`src/rtl/pm_irq_pkg.sv`:
```
package pm_irq_pkg;
  localparam int unsigned NUM_EVT     = 6;
  localparam int unsigned REG_W       = 8;
  localparam int unsigned ADDR_W      = 8;
  localparam int unsigned SYNC_STAGES = 2;
  localparam int unsigned SRC_BIT     = 6;

  localparam logic [ADDR_W-1:0] ADDR_ENABLE = 8'hEC;
  localparam logic [ADDR_W-1:0] ADDR_STATUS = 8'hF4;
  localparam logic [ADDR_W-1:0] ADDR_FLAG   = 8'hF8;

  localparam int unsigned EV_TO_BAT  = 0;
  localparam int unsigned EV_RESTORE = 1;
  localparam int unsigned EV_VIN_LOW = 2;
  localparam int unsigned EV_BAT     = 3;
  localparam int unsigned EV_DELTA   = 4;
  localparam int unsigned EV_SAG     = 5;
endpackage

```
`src/rtl/pm_src_sync.sv`:
```
module pm_src_sync #(
  parameter int unsigned STAGES = 2
) (
  input  logic clk_i,
  input  logic rst_ni,
  input  logic src_async_i,
  output logic src_o,
  output logic to_bat_o,
  output logic restore_o
);
  logic [STAGES-1:0] chain_q;
  logic              prev_q;

  always_ff @(posedge clk_i or negedge rst_ni) begin
    if (!rst_ni) begin
      chain_q <= '0;
      prev_q  <= 1'b0;
    end else begin
      chain_q <= {chain_q[STAGES-2:0], src_async_i};
      prev_q  <= chain_q[STAGES-1];
    end
  end

  assign src_o     = chain_q[STAGES-1];
  assign to_bat_o  = src_o & ~prev_q;
  assign restore_o = ~src_o & prev_q;


  to_bat_pulse_chk: assert property (@(posedge clk_i) disable iff (!rst_ni)
    to_bat_o |=> !to_bat_o);

  restore_pulse_chk: assert property (@(posedge clk_i) disable iff (!rst_ni)
    restore_o |=> !restore_o);

  edge_excl_chk: assert property (@(posedge clk_i) disable iff (!rst_ni)
    !(to_bat_o && restore_o));
endmodule

```
`src/rtl/pm_flag_bank.sv`:
```
module pm_flag_bank #(
  parameter int unsigned N = 6
) (
  input  logic         clk_i,
  input  logic         rst_ni,
  input  logic [N-1:0] set_i,
  input  logic         clr_we_i,
  input  logic [N-1:0] wr_data_i,
  output logic [N-1:0] flags_o
);
  for (genvar g = 0; g < N; g++) begin : g_flag
    logic flag_q;
    logic clr;
    assign clr = clr_we_i & ~wr_data_i[g];

    always_ff @(posedge clk_i or negedge rst_ni) begin
      if (!rst_ni)       flag_q <= 1'b0;
      else if (set_i[g]) flag_q <= 1'b1;  // set beats clear
      else if (clr)      flag_q <= 1'b0;
    end
    assign flags_o[g] = flag_q;


    set_wins_chk: assert property (@(posedge clk_i) disable iff (!rst_ni)
      set_i[g] |=> flags_o[g]);

    hold_chk: assert property (@(posedge clk_i) disable iff (!rst_ni)
      flags_o[g] && !(clr_we_i && !wr_data_i[g]) |=> flags_o[g]);

    clear_chk: assert property (@(posedge clk_i) disable iff (!rst_ni)
      clr_we_i && !wr_data_i[g] && !set_i[g] |=> !flags_o[g]);

    no_write_set_chk: assert property (@(posedge clk_i) disable iff (!rst_ni)
      !flags_o[g] && !set_i[g] |=> !flags_o[g]);
  end
endmodule

```
`src/rtl/pm_irq_ctrl.sv`:
```
module pm_irq_ctrl
  import pm_irq_pkg::*;
(
  input  logic              clk_i,
  input  logic              rst_ni,
  input  logic [ADDR_W-1:0] addr_i,
  input  logic              wr_en_i,
  input  logic [REG_W-1:0]  wdata_i,
  output logic [REG_W-1:0]  rdata_o,
  input  logic              src_bat_i,
  input  logic              vin_low_evt_i,
  input  logic              bat_evt_i,
  input  logic              delta_evt_i,
  input  logic              sag_evt_i,
  output logic              irq_o
);
  logic               src_sync;
  logic               to_bat, restore;
  logic [NUM_EVT-1:0] evt;
  logic [NUM_EVT-1:0] flags;
  logic [NUM_EVT-1:0] en_q;
  logic               flag_we, en_we;
  logic               unused_wdata;

  pm_src_sync #(.STAGES(SYNC_STAGES)) u_sync (
    .clk_i       (clk_i),
    .rst_ni      (rst_ni),
    .src_async_i (src_bat_i),
    .src_o       (src_sync),
    .to_bat_o    (to_bat),
    .restore_o   (restore)
  );

  always_comb begin
    evt             = '0;
    evt[EV_TO_BAT]  = to_bat;
    evt[EV_RESTORE] = restore;
    evt[EV_VIN_LOW] = vin_low_evt_i;
    evt[EV_BAT]     = bat_evt_i;
    evt[EV_DELTA]   = delta_evt_i;
    evt[EV_SAG]     = sag_evt_i;
  end

  assign flag_we      = wr_en_i && (addr_i == ADDR_FLAG);
  assign en_we        = wr_en_i && (addr_i == ADDR_ENABLE);
  assign unused_wdata = ^wdata_i[REG_W-1:NUM_EVT];

  pm_flag_bank #(.N(NUM_EVT)) u_flags (
    .clk_i     (clk_i),
    .rst_ni    (rst_ni),
    .set_i     (evt),
    .clr_we_i  (flag_we),
    .wr_data_i (wdata_i[NUM_EVT-1:0]),
    .flags_o   (flags)
  );

  always_ff @(posedge clk_i or negedge rst_ni) begin
    if (!rst_ni)    en_q <= '0;
    else if (en_we) en_q <= wdata_i[NUM_EVT-1:0];
  end

  assign irq_o = |(flags & en_q);

  always_comb begin
    rdata_o = '0;
    unique case (addr_i)
      ADDR_ENABLE: rdata_o[NUM_EVT-1:0] = en_q;
      ADDR_FLAG:   rdata_o[NUM_EVT-1:0] = flags;
      ADDR_STATUS: rdata_o[SRC_BIT]     = src_sync;
      default:     rdata_o = '0;
    endcase
  end


  en_load_chk: assert property (@(posedge clk_i) disable iff (!rst_ni)
    en_we |=> en_q == $past(wdata_i[NUM_EVT-1:0]));

  en_hold_chk: assert property (@(posedge clk_i) disable iff (!rst_ni)
    !en_we |=> $stable(en_q));

  irq_needs_en_chk: assert property (@(posedge clk_i) disable iff (!rst_ni)
    en_q == '0 |-> !irq_o);

  to_bat_src_chk: assert property (@(posedge clk_i) disable iff (!rst_ni)
    to_bat |=> flags[EV_TO_BAT]);
endmodule

```
`config.mk`:
```
export PLATFORM = sky130hd
export DESIGN_NAME = pm_irq_ctrl
export DESIGN_NICKNAME = d
export VERILOG_FILES = /design/src/rtl/pm_irq_pkg.sv /design/src/rtl/pm_src_sync.sv /design/src/rtl/pm_flag_bank.sv /design/src/rtl/pm_irq_ctrl.sv
export SDC_FILE = /design/constraint.sdc
export NUM_CORES = 1
export LEC_CHECK = 0
export ABC_CLOCK_PERIOD_IN_PS = 1100
export BUFFER_PORTS_ARGS = -buffer_cell sky130_fd_sc_hd__buf_2
export CAP_MARGIN = 10
export CORE_ASPECT_RATIO = 1.1
export CORE_MARGIN = 10
export CORE_UTILIZATION = 46
export CTS_CLUSTER_DIAMETER = 80
export DETAILED_ROUTE_END_ITERATION = 7
export PLACE_DENSITY = 0.83
export SLEW_MARGIN = 10
export SYNTH_ARGS = -nofsm -noshare
export SYNTH_HDL_FRONTEND = slang
export SYNTH_SLANG_ARGS = --single-unit
```
`constraint.sdc`:
```
create_clock -name clk_i -period 1.1 [get_ports clk_i]
set_clock_uncertainty 0.2 [all_clocks]
set_input_delay 0 -clock clk_i [delete_from_list [all_inputs] [get_ports clk_i]]
set_output_delay 0 -clock clk_i [all_outputs]
set_load 0.05 [all_outputs]
```
==> results.yml, run 1 <==
synth:
  synth_top_family_by_area: "simple AND/OR/NAND/NOR gates"
  synth_edf_count: 0
  synth_xor_area_frac: 0
  synth_top_area_cell: "dfrtp_1"
  yosysMostFrequentCell: "dfrtp_1"
  yosys_warnings: 0
  synth_compound_area_frac: 0.120
  synth_area_leaders: "dfrtp_1 (45%), mux2_4 (11%), nand3b_1 (11%), a21oi_1 (6.0%), nor4b_1 (4.2%)"
  syn_area_um2: 836
  ys.flop_type: "dfrtp_1"
  synth_fp_nets: 102
  synthSimpleGateAreaFrac: 0.268
  synth.area.mux_share: 0.108
  async_flop_share: 1.00
  synth.top_cell.area_share: 0.449
  ys_types: 23
  ys_seq_area_frac: 0.449
  synth.avg_cell_area_um2: 10.7
  ys_seq_elements: 15
  synthAdderAreaFrac: 0
  synthTopCellsByCount: "dfrtp_1 (15), nand3b_1 (12), a21oi_1 (10)"
  syn_inst: 78
placement:
  dp_slack_ns: -0.458
  dp_hpwl_mm: 1.94
  io_buffers: 29
  place_inst: 132
  gp_congestion: 0.749
critical_path:
  reg2reg_to: "en_q[0]"
  r2r_slack_ns: -0.15
  crit_slowest_cell: "dfrtp_1"
  crit_start: "en_q[3]"
  crit_path_cell_trace: "a22oi_2 > nand3_2 > buf_6"
  cp_top_family: "flip-flops"
  path_buf_inv: 1
  worstPathMaxFanout: 3
  criticalPathCategory: "reg -> out"
  crit_path_end: "irq_o"
  critical_path.endpoint_type: "output pin"
  reg2reg_from: "en_q[0]"
  cp_num_cells: 3
  rr_worst_depth: 3
  crit_path_max_incr_delay_ns: 0.43
  required_ns: 0.90
  critPathLaunchType: "register"
  worst_ep_arrival_time_ns: 1.24
timing:
  layout_setup_ws_ns: -0.342
  finalMaxSlewViolations: 0
  rsz0062_at_grt: "true"
  worst_hold_slack_ns: -0.0686
  period_share: 1.31
  hold_viol: 17
  period_needed_ns: 1.44
  max_freq_mhz: 693
  setup-violations-final: 17
clocking:
  cts_tree: "done"
  clock-sinks: 15
  clock-root-buffer: "clkbuf_4"
  clk_latency_ns: 0.31
  cts_buffers: 3
  clkTransAtPathRegs_ns: 0.10
  cts.path.max_buffers: 2
  cts_max_level: 1
status:
  status: "complete, but fails checks"
  violations: "hold timing, setup timing"
power:
  ir_drop_mv: 1.35
  power_density_nw_per_um2: 806
  p_leak_nw: 0.683
floorplan:
  chipWidth_um: 60.6
  dieHeight_um: 64.7
  dieArea_um2: 3920
  core_area_um2: 1760
  num_io_pins: 33
  initial_core_util: 0.474
  placement_rows: 16
worst_hold_path:
  worstHoldPathType: "in -> async"
job:
  cap_violations: 0
final_layout:
  diodes: 0
  area_growth_pct: 88.0
  finalNonFillerCells: 157
  fillers: 69
  final_util: 0.892
  final_nets: 164
  drive_above_1_share: 0.604
global_route:
  grt_max_degree: 16
  gr-usage-all-layers: 0.142
  grt_pass1_wl_mm: 4.40
  overflow: 0
  antenna_found_initial: 0
  grt_pass1_vias: 952
route:
  vias: 923
  drc: 0
  ant_nets: 0
  first_pass_iters: 4
  drt_wl_total_mm: 3.47
  via_per_inst: 5.88
  drt-wirelength-per-cell_um: 22.1
  drt_iter0_drc: 38
==> routing by layer <==
metal / vias up / GRT usage / wire length, um
met2: 41 / 0.237 / 1840
met4: 0 / 0.0632 / 136
met3: 12 / 0.0292 / 227
li1: 411 / - / -
met1: 459 / 0.167 / 1270
met5: - / 0 / 0
==> what timing repair did <==
item / in CTS / in global routing
pin swaps: 9 / 8
endpoints found under the setup margin: 19 / 20
resized for setup: 26 / 17
hold endpoints to repair: 28 / 19
buffers inserted: 4 / 5
hold buffers: 12 / 2
gates cloned: 0 / 1
==> power breakdown <==
part | switching [mW] | internal, mW | total [mW]
clock network | 0.212 | 0.136 | 0.348
registers | 0.0153 | 0.568 | 0.583
logic | 0.165 | 0.171 | 0.336
total | 0.392 | 0.875 | 1.27
==> cell families after synthesis <==
| logic type | count (synthesis) |
|---|---|
| flip-flops | 15 |
| AO/OA/AOI/OAI | 17 |
| AND/OR/NAND/NOR | 31 |
| buffers and inverters | 8 |
| other | 1 |
| multiplexers | 6 |
==> layout make-up <==
type	instances	area [um^2]	area share
clock buffer	3	22.5	0.0143
clock inverter	1	5.00	0.00318
inverter	2	7.51	0.00478
multi-input combinational	55	601	0.382
sequential	15	375	0.239
tap	18	22.5	0.0143
timing repair buffer	63	538	0.342
==> state kept, by name, indices dropped and copies added, names as in the netlist <==
signal,count
u_sync.chain_q,2
u_sync.prev_q,1
u_flags.g_flag.flag_q,6
en_q,6
==> worst min path at each step <==
stage | to | from | slack (ns)
3_5_place_dp | u_sync.chain_q[0] | rst_ni | -0.28
6_report | u_sync.chain_q[0] | rst_ni | -0.07
3_3_place_gp | u_sync.chain_q[0] | rst_ni | -0.29
2_1_floorplan | en_q[0] | rst_ni | -0.50
4_1_cts | u_flags.g_flag[0].flag_q | addr_i[2] | -0.09
5_1_grt | u_sync.prev_q | rst_ni | -0.02
==> placed cells by master, fill, tap and decap left out, types with 2 or more instances in the layout <==
cell	Yosys	layout
dfrtp_1	15	15
and4_1	2	2
a21oi_1	10	3
buf_6	1	12
nand3b_1	12	12
buf_4	1	17
clkbuf_4	0	3
a21oi_4	0	6
nor4b_4	0	2
o21ai_1	0	2
dlygate4sd3_1	0	12
mux2_4	6	6
nor2_1	5	4
buf_2	1	19
nor4b_2	0	2
a22oi_2	0	3
==> stage by stage <==
step	power [mW]	hold WS, ns	cell area (um^2)	TNS (ns)
floorplan	0.708	-0.496	923	-3.18
global placement	0.803	-0.289	1150	-6.10
detailed placement	0.809	-0.280	1150	-6.47
CTS	1.19	-0.0928	1420	-3.25
global route	1.31	-0.0233	1570	-4.27
finish	1.27	-0.0686	1570	-3.86
No activity file was read; power rests on OpenSTA's default activity.
==> run 2: changes to the inputs <==
Settings changed: PLACE_DENSITY 0.83 to 0.84, SYNTH_HIERARCHICAL from default to 1.
==> run 2 against run 1 <==
Compared with the run above: the flow still finishes with violations (hold timing, setup timing); synthesized cell count decreased by 7.7%; largest cell class unchanged; final area shrank 20%; wire length shrank 33%; synthesized area down 1.5%; highest routed layer unchanged.
==> results.yml, run 2 <==
floorplan:
  core_area_um2: 1630
  placement_rows: 15
  dieHeight_um: 64.4
  dieArea_um2: 3880
  initial_core_util: 0.504
  chipWidth_um: 60.3
  num_io_pins: 33
clocking:
  clock-sinks: 15
  cts_max_level: 1
  clkTransAtPathRegs_ns: 0.09
  clock-root-buffer: "clkbuf_4"
  holdBufCountCts: 12
  clk_latency_ns: 0.29
  cts_tree: "done"
  cts.path.max_buffers: 2
  cts_buffers: 3
route:
  vias: 681
  drt_wl_total_mm: 2.33
  via_per_inst: 5.16
  drc: 0
  drt-wirelength-per-cell_um: 17.6
  first_pass_iters: 4
  ant_nets: 0
  drt_iter0_drc: 6
job:
  cap_violations: 0
synth:
  ys.flop_type: "dfrtp_1"
  synth_top_area_cell: "dfrtp_1"
  synth_edf_count: 0
  synth_area_leaders: "dfrtp_1 (46%), mux2_4 (11%), a22oi_1 (8.2%), buf_4 (6.4%), a21o_1 (5.5%)"
  yosysMostFrequentCell: "dfrtp_1"
  ys_seq_elements: 15
  yosys_warnings: 6
  synth.avg_cell_area_um2: 11.4
  synthTopCellsByCount: "dfrtp_1 (15), a22oi_1 (9), nor2_1 (8)"
  ys_types: 20
  syn_area_um2: 823
  synth_fp_nets: 96
  ys_seq_area_frac: 0.456
  async_flop_share: 1.00
  syn_inst: 72
  synth.top_cell.area_share: 0.456
timing:
  finalMaxSlewViolations: 0
  period_share: 1.34
  max_freq_mhz: 680
  rsz0062_at_grt: "true"
  layout_setup_ws_ns: -0.372
  worst_hold_slack_ns: -0.0674
  hold_viol: 26
  period_needed_ns: 1.47
  tns_ns: -1.85
  setup-violations-final: 10
status:
  status: "complete, but fails checks"
  violations: "hold timing, setup timing"
final_layout:
  diodes: 0
  area_growth_pct: 53.2
  final_util: 0.772
  drive_above_1_share: 0.600
  final_nets: 140
  reg_top3: "en_q x6, u_flags/g_flag.flag_q x6, u_sync/chain_q x2"
  final_common_cell: "buf_2"
  fillers: 112
  register_area_um2: 375
  layout_common_cells: "buf_2 (21), dfrtp_1 (15), dlygate4sd3_1 (12)"
  multi_input_area_um2: 467
  finalNonFillerCells: 132
critical_path:
  worst_ep_arrival_time_ns: 1.27
  critPathLaunchType: "register"
  critical_path.endpoint_type: "output pin"
  required_ns: 0.90
  crit_path_max_incr_delay_ns: 0.42
  rr_worst_depth: 2
  criticalPathCategory: "reg -> out"
  reg2reg_from: "en_q[0]"
  crit_path_cell_trace: "a22oi_2 > nand3_4 > buf_6"
  r2r_slack_ns: -0.02
  reg2reg_to: "en_q[0]"
  worstPathMaxFanout: 3
  crit_slowest_cell: "dfrtp_1"
power:
  power.total_mw: 1.17
  ir_drop_mv: 0.831
  power_density_nw_per_um2: 927
  p_leak_nw: 0.564
placement:
  dp_slack_ns: -0.156
  io_buffers: 29
  gp_congestion: 0.747
  dp_hpwl_mm: 1.62
  place_inst: 112
worst_hold_path:
  worstHoldPathType: "in -> async"
global_route:
  antenna_found_initial: 0
  grt_pass1_wl_mm: 3.45
  overflow: 0
  grt_max_degree: 16
  gr-usage-all-layers: 0.113
  grt_pass1_vias: 736
==> run 2: changes by cell type in the layout (fill, tap and decap cells not counted), sizes merged, moves of 2 or more <==
cell | before | now
a22oi | 3 | 9
a21o | 0 | 6
o21ai | 2 | 0
nor2 | 5 | 9
nor4b | 4 | 0
nor2b | 0 | 2
nand2 | 0 | 2
nand3b | 12 | 0
buf | 50 | 36
and2b | 0 | 2
a21oi | 10 | 0
inv | 2 | 0
nand2b | 2 | 6
o41ai | 2 | 0
==> run 2: final cells by class <==
class | instances | share of cell area
Multi-Input combinational cell | 48 | 0.370
Timing Repair Buffer | 48 | 0.295
Tap cell | 17 | 0.0169
Sequential cell | 15 | 0.298
Clock buffer | 4 | 0.0208
==> run 2: per-stage QoR <==
step                hold WS [ns]  area (um^2)
CTS                      -0.0553         1230
global placement          -0.282         1010
global route             -0.0429         1260
floorplan                 -0.496          886
finish                   -0.0674         1260
detailed placement        -0.278         1010
==> run 2: kinds of logic after synthesis <==
kind of cell           Yosys count  synth area share
AO/OA/AOI/OAI                   15             0.137
buffers and inverters            9            0.0821
flip-flops                      15             0.456
multiplexers                     6             0.109
other                            1           0.00455
AND/OR/NAND/NOR                 26             0.211
==> run 2: critical path, delay by kind of cell (launching register included) <==
family,cells,cell delay [ns]
AO/OA/AOI/OAI,1,0.29
buffers and inverters,1,0.17
flip-flops,1,0.42
AND/OR/NAND/NOR,1,0.11
==> run 2: how the worst max path moves through the flow <==
stage,startpoint,end,slack (ns)
after floorplan,u_flags/g_flag[0].flag_q,rdata_o[0],-0.02
after global placement,addr_i[3],en_q[1],-0.13
after detailed placement,addr_i[3],en_q[5],-0.16
after CTS,u_flags/g_flag[4].flag_q,irq_o,-0.31
after global routing,u_flags/g_flag[4].flag_q,irq_o,-0.39
final,u_flags/g_flag[4].flag_q,irq_o,-0.37
==> run 2: where the power goes <==
group          internal (mW)  switching [mW]
sequential             0.567          0.0172
combinational          0.138           0.133
clock                  0.141           0.173
==> run 2: per-layer routing <==
| layer | wire, um | global-route usage |
|---|---|---|
| met5 | 0 | 0 |
| met3 | 208 | 0.0435 |
| met2 | 1190 | 0.188 |
| met4 | 26 | 0.0421 |
| met1 | 900 | 0.123 |
==> run 2: repair_timing <==
action / CTS / global route
setup buffers: 2 / 4
pin swaps: 4 / 6
endpoints found under the hold margin: 28 / 21
setup endpoints to repair: 8 / 11
resized for setup: 18 / 4
==> run 3: changes to the inputs <==
Settings changed: CTS_BUF_LIST from default to sky130_fd_sc_hd__clkbuf_8 sky130_fd_sc_hd__clkbuf_16.
==> run 3 against run 2 <==
Compared with the run above: the run still ends with hold timing, setup timing left; critical path depth is the same; final area grew 1.5%; power up 11%; non-clock buffer count stayed put; combinational power about the same; sequential share of layout area decreased by 0.44 points; clock-buffer cell count fell by 1; first-iteration DRC count unchanged.
==> results.yml, run 3 (synthesized netlist as in run 2, its figures left out) <==
status:
  status: "complete, but fails checks"
  violations: "hold timing, setup timing"
global_route:
  grt_pass1_wl_mm: 3.51
  antenna_found_initial: 0
  gr-usage-all-layers: 0.116
  overflow: 0
  grt_max_degree: 16
  grt_pass1_vias: 732
placement:
  io_buffers: 29
  dp_slack_ns: -0.156
  place_inst: 112
  gp_congestion: 0.747
  dp_hpwl_mm: 1.62
route:
  drc: 0
  first_pass_iters: 4
  ant_nets: 0
  via_per_inst: 5.32
  vias: 702
  drt_iter0_drc: 6
  drt_wl_total_mm: 2.36
  drt-wirelength-per-cell_um: 17.9
critical_path:
  critPathLaunchType: "register"
  reg2reg_from: "en_q[0]"
  crit_slowest_cell: "dfrtp_1"
  path_buf_inv: 1
  critical_path.endpoint_type: "output pin"
  criticalPathCategory: "reg -> out"
  required_ns: 0.90
  reg2reg_to: "en_q[0]"
  cp_num_cells: 3
  worstPathMaxFanout: 3
  worst_ep_arrival_time_ns: 1.23
  crit_path_cell_trace: "a22oi_2 > nand3_4 > buf_6"
  r2r_slack_ns: -0.02
  cp_top_family: "flip-flops"
  crit_path_max_incr_delay_ns: 0.41
  rr_worst_depth: 2
power:
  power_density_nw_per_um2: 1010
  p_leak_nw: 0.576
  ir_drop_mv: 0.957
  power.total_mw: 1.30
floorplan:
  dieHeight_um: 64.4
  placement_rows: 15
  core_area_um2: 1630
  chipWidth_um: 60.3
  num_io_pins: 33
  dieArea_um2: 3880
  initial_core_util: 0.504
clocking:
  clk_latency_ns: 0.25
  clock-sinks: 15
  cts.path.max_buffers: 2
  cts_buffers: 3
  clkTransAtPathRegs_ns: 0.06
  cts_tree: "done"
  clock-root-buffer: "clkbuf_8"
  cts_max_level: 1
final_layout:
  final_common_cell: "buf_2"
  reg_top3: "en_q x6, u_flags/g_flag.flag_q x6, u_sync/chain_q x2"
  finalNonFillerCells: 132
  final_util: 0.784
  diodes: 0
  layout_common_cells: "buf_2 (21), dfrtp_1 (15), dlygate4sd3_1 (12)"
  final_nets: 140
  area_growth_pct: 55.5
  drive_above_1_share: 0.600
job:
  cap_violations: 0
timing:
  max_freq_mhz: 701
  worst_hold_slack_ns: -0.0262
  period_share: 1.30
  rsz0062_at_grt: "true"
  setup-violations-final: 10
  hold_viol: 15
  period_needed_ns: 1.43
  layout_setup_ws_ns: -0.327
  finalMaxSlewViolations: 0
worst_hold_path:
  worstHoldPathType: "in -> async"
-- run 3: metal layers --
metal | track usage | vias up | part of all wire
met5 | 0 | - | 0
li1 | - | 330 | -
met2 | 0.184 | 27 | 0.52
met3 | 0.0494 | 4 | 0.099
met1 | 0.130 | 341 | 0.36
met4 | 0.0506 | 0 | 0.013
-- run 3: timing repair --
action / CTS / global route
pin swaps: 3 / 2
endpoints found under the hold margin: 28 / 0
hold buffers: 12 / 0
buffers inserted: 2 / 4
setup endpoints to repair: 8 / 11
gates resized for setup: 18 / 4
-- run 3: metrics by stage --
| step | cell area [um^2] | setup TNS [ns] |
|---|---|---|
| floorplan | 886 | -0.101 |
| global placement | 1010 | -1.87 |
| detailed placement | 1010 | -2.25 |
| CTS | 1250 | -1.49 |
| global route | 1280 | -1.90 |
| finish | 1280 | -1.52 |
-- run 3: area by class of cell --
type	count	area, um^2
multi-input combinational	48	467
sequential	15	375
timing repair buffer	48	372
fill	108	353
clock buffer	3	41.3
tap	17	21.3
clock inverter	1	3.75
-- run 3: where the power goes --
| group | switching (mW) | internal (mW) | leakage [nW] | total, mW |
|---|---|---|---|---|
| registers | 0.0172 | 0.569 | 0.170 | 0.586 |
| logic | 0.133 | 0.137 | 0.379 | 0.270 |
| clock network | 0.194 | 0.247 | 0.0269 | 0.442 |
| total | 0.345 | 0.953 | 0.576 | 1.30 |
-- run 3: worst max path at each step --
stage | startpoint | to
2_1_floorplan | u_flags/g_flag[0].flag_q | rdata_o[0]
3_3_place_gp | addr_i[3] | en_q[1]
3_5_place_dp | addr_i[3] | en_q[5]
4_1_cts | u_flags/g_flag[4].flag_q | irq_o
5_1_grt | u_flags/g_flag[4].flag_q | irq_o
6_report | u_flags/g_flag[4].flag_q | irq_o
-- run 3: worst register-to-register path: stages (launching register included) --
cell and delay [ns]:
dfrtp_1 0.43, buf_6 0.14, mux2_4 0.24
